File: src/rtl/io_hub_pkg.sv
package io_hub_pkg;

  // Read-side channel numbers
  localparam int unsigned CH_RD_IMAGE   = 1;
  localparam int unsigned CH_RD_COUNTER = 2;
  localparam int unsigned CH_RD_INPUT   = 3;

  // Write-side channel numbers
  localparam int unsigned CH_WR_SELECT  = 1;
  localparam int unsigned CH_WR_PRESET  = 2;
  localparam int unsigned CH_WR_DEBUG   = 3;

  // Word k of image img: image number in the upper bits, 64*img+k below.
  function automatic logic [63:0] image_word(input int img, input int k);
    return (64'(img) << 32) | 64'(64 * img + k);
  endfunction

  // Word j of the application input stream.
  function automatic logic [63:0] input_word(input int j);
    return 64'h1_0000_0000 + 64'(5 * j + 7);
  endfunction

endpackage

File: src/rtl/io_cycle_counter.sv
module io_cycle_counter #(
  parameter int DATA_W = 34
) (
  input  logic              clk,
  input  logic              rst,
  input  logic              load,
  input  logic [DATA_W-1:0] load_val,
  output logic [DATA_W-1:0] count_o
);

  always_ff @(posedge clk) begin
    if (rst) begin
      count_o <= '0;
    end else if (load) begin
      count_o <= load_val;
    end else begin
      count_o <= count_o + 1'b1;
    end
  end

endmodule

File: src/rtl/io_image_stream.sv
module io_image_stream
  import io_hub_pkg::*;
#(
  parameter int DATA_W  = 34,
  parameter int NUM_IMG = 3,
  parameter int DEPTH   = 16
) (
  input  logic              clk,
  input  logic              rst,
  input  logic              sel_we,
  input  logic [DATA_W-1:0] sel_val,
  input  logic              adv,
  output logic [DATA_W-1:0] word_o
);

  localparam int SEL_W = (NUM_IMG > 1) ? $clog2(NUM_IMG) : 1;
  localparam int PTR_W = (DEPTH > 1) ? $clog2(DEPTH) : 1;
  localparam int ROM_N = NUM_IMG * DEPTH;
  localparam int IDX_W = (ROM_N > 1) ? $clog2(ROM_N) : 1;
  localparam logic [PTR_W-1:0] PTR_LAST = PTR_W'(DEPTH - 1);

  logic [DATA_W-1:0] rom [ROM_N];
  logic [SEL_W-1:0]  sel_q;
  logic [PTR_W-1:0]  ptr_q;
  logic [IDX_W-1:0]  rd_idx;
  logic              sel_ok;

  // Contents computed at elaboration; no writes afterwards, so a ROM is inferred.
  initial begin
    for (int b = 0; b < NUM_IMG; b++) begin
      for (int k = 0; k < DEPTH; k++) begin
        rom[b * DEPTH + k] = DATA_W'(image_word(b, k));
      end
    end
  end

  assign sel_ok = sel_we && (sel_val < DATA_W'(NUM_IMG));
  assign rd_idx = IDX_W'(sel_q) * IDX_W'(DEPTH) + IDX_W'(ptr_q);

  always_ff @(posedge clk) begin
    if (rst) begin
      sel_q <= '0;
      ptr_q <= '0;
    end else if (sel_ok) begin
      sel_q <= sel_val[SEL_W-1:0];
      ptr_q <= '0;
    end else if (adv) begin
      ptr_q <= (ptr_q == PTR_LAST) ? '0 : ptr_q + 1'b1;
    end
  end

  // Synchronous read of the current position each cycle.
  always_ff @(posedge clk) begin
    word_o <= rom[rd_idx];
  end

endmodule

File: src/rtl/io_input_stream.sv
module io_input_stream
  import io_hub_pkg::*;
#(
  parameter int DATA_W = 34,
  parameter int DEPTH  = 16
) (
  input  logic              clk,
  input  logic              rst,
  input  logic              adv,
  output logic [DATA_W-1:0] word_o
);

  localparam int PTR_W = (DEPTH > 1) ? $clog2(DEPTH) : 1;
  localparam logic [PTR_W-1:0] PTR_LAST = PTR_W'(DEPTH - 1);

  logic [DATA_W-1:0] rom [DEPTH];
  logic [PTR_W-1:0]  ptr_q;

  initial begin
    for (int j = 0; j < DEPTH; j++) begin
      rom[j] = DATA_W'(input_word(j));
    end
  end

  always_ff @(posedge clk) begin
    if (rst) begin
      ptr_q <= '0;
    end else if (adv) begin
      ptr_q <= (ptr_q == PTR_LAST) ? '0 : ptr_q + 1'b1;
    end
  end

  always_ff @(posedge clk) begin
    word_o <= rom[ptr_q];
  end

endmodule

File: src/rtl/io_hub.sv
module io_hub
  import io_hub_pkg::*;
#(
  parameter int DATA_W    = 34,
  parameter int CHAN_W    = 4,
  parameter int NUM_IMG   = 3,
  parameter int IMG_DEPTH = 16,
  parameter int IN_DEPTH  = 16
) (
  input  logic              clk,
  input  logic              rst,
  input  logic              rd_req,
  input  logic [CHAN_W-1:0] rd_chan,
  input  logic              wr_req,
  input  logic [CHAN_W-1:0] wr_chan,
  input  logic [DATA_W-1:0] wr_data,
  output logic              rd_ack,
  output logic [DATA_W-1:0] rd_data,
  output logic              wr_ack,
  output logic [DATA_W-1:0] dbg_value
);

  localparam logic [CHAN_W-1:0] R_IMG = CHAN_W'(CH_RD_IMAGE);
  localparam logic [CHAN_W-1:0] R_CNT = CHAN_W'(CH_RD_COUNTER);
  localparam logic [CHAN_W-1:0] R_INP = CHAN_W'(CH_RD_INPUT);
  localparam logic [CHAN_W-1:0] W_SEL = CHAN_W'(CH_WR_SELECT);
  localparam logic [CHAN_W-1:0] W_PRE = CHAN_W'(CH_WR_PRESET);
  localparam logic [CHAN_W-1:0] W_DBG = CHAN_W'(CH_WR_DEBUG);

  logic              rd_img, rd_cnt, rd_inp;
  logic              wr_sel, wr_pre, wr_dbg;
  logic [DATA_W-1:0] count;
  logic [DATA_W-1:0] img_word;
  logic [DATA_W-1:0] inp_word;
  logic [DATA_W-1:0] cnt_snap_q;
  logic [CHAN_W-1:0] rd_chan_q;
  logic              rd_ack_q;
  logic              wr_ack_q;
  logic [DATA_W-1:0] dbg_q;

  assign rd_img = rd_req && (rd_chan == R_IMG);
  assign rd_cnt = rd_req && (rd_chan == R_CNT);
  assign rd_inp = rd_req && (rd_chan == R_INP);
  assign wr_sel = wr_req && (wr_chan == W_SEL);
  assign wr_pre = wr_req && (wr_chan == W_PRE);
  assign wr_dbg = wr_req && (wr_chan == W_DBG);

  io_cycle_counter #(.DATA_W(DATA_W)) u_counter (
    .clk      (clk),
    .rst      (rst),
    .load     (wr_pre),
    .load_val (wr_data),
    .count_o  (count)
  );

  io_image_stream #(
    .DATA_W  (DATA_W),
    .NUM_IMG (NUM_IMG),
    .DEPTH   (IMG_DEPTH)
  ) u_image (
    .clk     (clk),
    .rst     (rst),
    .sel_we  (wr_sel),
    .sel_val (wr_data),
    .adv     (rd_img),
    .word_o  (img_word)
  );

  io_input_stream #(
    .DATA_W (DATA_W),
    .DEPTH  (IN_DEPTH)
  ) u_input (
    .clk    (clk),
    .rst    (rst),
    .adv    (rd_inp),
    .word_o (inp_word)
  );

  always_ff @(posedge clk) begin
    if (rst) begin
      rd_ack_q   <= 1'b0;
      wr_ack_q   <= 1'b0;
      rd_chan_q  <= '0;
      cnt_snap_q <= '0;
      dbg_q      <= '0;
    end else begin
      rd_ack_q <= rd_req;
      wr_ack_q <= wr_req;
      if (rd_req) begin
        rd_chan_q <= rd_chan;
      end
      if (rd_cnt) begin
        cnt_snap_q <= count;
      end
      if (wr_dbg) begin
        dbg_q <= wr_data;
      end
    end
  end

  // All sources are registers captured at the sampling edge.
  always_comb begin
    rd_data = '0;
    if (rd_ack_q) begin
      case (rd_chan_q)
        R_IMG:   rd_data = img_word;
        R_CNT:   rd_data = cnt_snap_q;
        R_INP:   rd_data = inp_word;
        default: rd_data = '0;
      endcase
    end
  end

  assign rd_ack    = rd_ack_q;
  assign wr_ack    = wr_ack_q;
  assign dbg_value = dbg_q;

endmodule

File: config.mk
export PLATFORM = sky130hd
export DESIGN_NAME = io_hub
export DESIGN_NICKNAME = d
export VERILOG_FILES = /design/src/rtl/io_hub_pkg.sv /design/src/rtl/io_cycle_counter.sv /design/src/rtl/io_image_stream.sv /design/src/rtl/io_input_stream.sv /design/src/rtl/io_hub.sv
export SDC_FILE = /design/constraint.sdc
export NUM_CORES = 1
export LEC_CHECK = 0
export ABC_CLOCK_PERIOD_IN_PS = 2890
export BUFFER_PORTS_ARGS = -buffer_cell sky130_fd_sc_hd__buf_2
export CAP_MARGIN = 20
export CORE_UTILIZATION = 45
export DETAILED_ROUTE_END_ITERATION = 12
export GPL_TIMING_DRIVEN = 0
export PLACE_DENSITY = 0.74
export SETUP_SLACK_MARGIN = 0.3
export SYNTH_ARGS = -nofsm -noshare
export SYNTH_HDL_FRONTEND = slang
export SYNTH_SLANG_ARGS = --single-unit
File: constraint.sdc
create_clock -name clk -period 2.89 [get_ports clk]
set_clock_uncertainty 0.2 [all_clocks]
set_input_delay 0.578 -clock clk [delete_from_list [all_inputs] [get_ports clk]]
set_output_delay 0.578 -clock clk [all_outputs]
set_load 0.02 [all_outputs]
==> tab_implementation.tex <==
\begin{tabular}{lr}
\hline
Metric & Value \\
\hline
\multicolumn{2}{l}{\textbf{Pwr}} \\
Static power due to leakage & 2.75 nW \\
Net Switching & approximately 900 uW \\
Switching Share & 0.216 \\
Sequential group share of total power & 0.461 \\
Clock network fraction of design power & 0.489 \\
Maximum VDD drop & approximately 0.00035 V \\
Combinational fraction of design power & 0.050 \\
Total power per unit cell area & around 580 nW/um\^{}2 \\
Total internal power & roughly 3.2 mW \\
\multicolumn{2}{l}{\textbf{Setup path}} \\
Worst endpoint required time & approximately 2.1 ns \\
Critical Path End Type & output pin \\
Crit path arrival time & between 1.5 and 2 ns \\
Startpoint-to-endpoint class of the critical path & reg -> out \\
Top fanout value on the critical path & 10 \\
CP startpoint kind & flop \\
\multicolumn{2}{l}{\textbf{Cells and area}} \\
Combined area of the multi-input logic cells & approximately 2800 um\^{}2 \\
Layout cells sized above 1 & 0.191 \\
Total inserted antenna cells & 0 \\
Register cell area after layout & between 2000 and 3000 um\^{}2 \\
Final \#Nets & $\sim$890 \\
Area growth from synthesis to layout & 24.0\% \\
Layout filler cell count & around 1,200 \\
\multicolumn{2}{l}{\textbf{Place}} \\
Post-DP HPWL & 11.0 mm \\
Placer Congestion & roughly 0.84 \\
Count of buffers from port buffering & $\sim$110 \\
\multicolumn{2}{l}{\textbf{Logic synthesis}} \\
Syn Area/Cell & slightly above 8 um\^{}2 \\
Flop and latch count out of synthesis & $\sim$130 \\
Post-synth design cell area & about 5600 um\^{}2 \\
Count of flip-flops with a built-in enable after synthesis & 0 \\
Netlist cell types & 41 \\
Post-synthesis net count & roughly 750 \\
Cell taking the most area after synthesis & dfxtp\_1 \\
Ys flop type & dfxtp\_1 \\
Yosys Warn Count & 0 \\
Top cell type's share of synthesized area & 0.465 \\
Post-synthesis sequential area ratio & 0.465 \\
Gate count after technology mapping & 698 \\
Ys async rst share & 0 \\
Largest cells by area after synthesis & dfxtp\_1, nand2\_1, a21oi\_1 \\
\multicolumn{2}{l}{\textbf{Floorplanning}} \\
DIE HEIGHT & $\sim$110 um \\
Total die area & 13,000 um\^{}2 \\
Effective utilization at floorplan & 0.466 \\
Horizontal die dimension & 114 um \\
Placement Rows & 40 \\
Core Area & 12,100 um\^{}2 \\
I/O pin cnt & $\sim$120 \\
\multicolumn{2}{l}{\textbf{Routing}} \\
Via count & 5,211 \\
Vias per cell & a little over 5 \\
Number of DRC violations after detailed-routing iteration 0 & 320 \\
Count of antenna-violating nets left after detailed routing & 0 \\
Total Wirelength & between 10 and 15 mm \\
Mean routed wirelength per cell & between 10 and 15 um \\
DRC Markers & 0 \\
Number of search-and-repair iterations in the first detailed-routing pass & 5 \\
\multicolumn{2}{l}{\textbf{Clock tree}} \\
Number of sinks driven by the clock tree & 131 \\
Clock Tree Buf Depth & 2 \\
Clock tree from TritonCTS & built \\
Clock latency on the worst-skew pair & roughly 0.41 ns \\
H-tree levels & 4 \\
Cts-stage hold buffer count & 0 \\
\# resized after CTS & 8 \\
Post CTS Setup Buffer Count & 0 \\
Root buffer selected by CTS & clkbuf\_16 \\
Post-CTS clock slew at the launch and capture registers of the worst setup and hold paths & around 0.050 ns \\
CTS Buf Count & 17 \\
\multicolumn{2}{l}{\textbf{Run status}} \\
Outcome & finished clean \\
\multicolumn{2}{l}{\textbf{Flow run}} \\
Number of max-cap violations & 0 \\
\multicolumn{2}{l}{\textbf{STA}} \\
Worst relative slew slack & 0.372 \\
Setup-failing EPs final & 0 \\
Period Utilization, post-route & 0.860 \\
Total Neg Setup Slack & 0 ns \\
Final-report hold violation count & 0 \\
Final period demand of the worst path & about 2.5 ns \\
Number of slew-limit violations in the final report & 0 \\
Worst Tran Pin Value & about 0.93 ns \\
Worst hold margin & roughly 0.18 ns \\
Upper clock frequency limit & between 400 and 500 MHz \\
RSZ-0062 raised after global routing & no \\
\multicolumn{2}{l}{\textbf{Min path}} \\
Class of the most critical hold timing path & reg -> reg \\
\multicolumn{2}{l}{\textbf{Global routing}} \\
Maximum number of pins on one net before global-route repair & 17 \\
Via count of the first global-routing pass & 4,828 \\
Remaining global-route overflow & 0 \\
GRT Overall Usage & 0.235 \\
Antenna violations before repair & 0 \\
First-pass GRT wire length & 23.7 mm \\
\hline
\end{tabular}
cells by family after synthesis:
kind of cell | synth area share
compound gates | 0.130
xor+xnor | 0.0497
fa+ha+maj | 0.0177
buf+inv | 0.0331
flops | 0.465
mux | 0.0331
simple gates | 0.272
per-stage QoR:
| step | power (mW) | util | area, um^2 | setup slack, ns | cells |
|---|---|---|---|---|---|
| after floorplan | 2.00 | - | 5640 | 0.778 | 698 |
| after global placement | 2.10 | 0.530 | 6420 | 0.301 | 980 |
| after detailed placement | 2.10 | 0.530 | 6420 | 0.299 | 980 |
| after CTS | 4.07 | 0.577 | 6990 | 0.305 | 1011 |
| after global routing | 4.18 | 0.577 | 6990 | 0.319 | 1011 |
| final | 4.05 | 0.577 | 6990 | 0.405 | 1011 |
cell type report:
type,instances,share of cell area
multi-input cells,518,0.406
well taps,168,0.0301
plain buffers,43,0.0261
inverters,6,0.00322
clock inverters,5,0.00716
clock buffers,26,0.0714
repair buffers,114,0.0816
flip-flops and latches,131,0.375
placed cells by master, fill, tap and decap left out, types with 5 or more instances in the layout:
cell	count
a211oi_1	28
a21oi_1	77
a22oi_1	5
and2_1	26
and3_1	9
buf_2	116
clkbuf_1	42
clkbuf_16	17
clkbuf_8	5
dfxtp_1	131
ha_1	8
inv_1	6
mux2_2	5
mux2i_1	13
nand2_1	171
nand3_1	19
nand4_1	12
nor2_1	57
nor3_1	6
nor4_1	9
o21ai_0	14
xnor2_1	10
xor2_1	22
power groups by stage:
stage          Sequential (mW)  Clock, mW  Combinational (mW)
2_1_floorplan             1.91          0              0.0982
6_report                  1.87       1.98               0.204
5_1_grt                   1.87       2.08               0.222
4_1_cts                   1.87       2.00               0.201
3_5_place_dp              1.90          0               0.199
3_3_place_gp              1.90          0               0.196
synth_stat cells, types with 2 or more instances:
cell type / count
a21oi_1: 77
xnor2_1: 10
nand2_1: 171
nor2b_1: 4
nor3_1: 6
nand4_1: 12
xor2_1: 22
clkbuf_1: 41
nor4_1: 9
a31oi_1: 2
a211oi_1: 28
dfxtp_1: 131
nand3_1: 19
and3_1: 10
mux2i_1: 13
ha_1: 8
buf_2: 2
o21ai_0: 14
or2_2: 2
or3_1: 2
a22oi_1: 5
inv_1: 6
mux2_2: 5
nor2_1: 57
and2_1: 26
flip-flops by register name, indices dropped and copies added, names as in the netlist:
signal,flops
u_image.ptr_q,4
u_input.word_o,7
u_input.ptr_q,4
rd_chan_q,4
rd_ack,1
wr_ack,1
u_counter.count_o,34
u_image.sel_q,2
cnt_snap_q,34
u_image.word_o,6
dbg_value,34
critical path: stages, from the launching register on:
cell and delay [ns]:
dfxtp_1 0.31, nor2b_1 0.13, buf_4 0.17, and3_4 0.22
clkbuf_8 0.16, and2_1 0.14, buf_2 0.16
routing by layer:
layer	global-route usage	up-vias	share of wire
met2	0.349	203	0.43
met4	0.0900	0	0.016
li1	-	2635	-
met5	0	-	0
met3	0.0574	22	0.072
met1	0.328	2351	0.48
worst paths after layout:
path	startpoint	to	slack [ns]	cells past startpoint
worst max-delay path	rd_chan_q[1]	rd_data[13]	0.40	6
worst min-delay path	u_image.sel_q[1]	u_image.word_o[7]	0.18	0
worst max register to register	u_counter.count_o[0]	u_counter.count_o[32]	0.69	7
worst min register to register	u_image.sel_q[1]	u_image.word_o[7]	0.18	0
No activity file was read; power rests on OpenSTA's default activity.
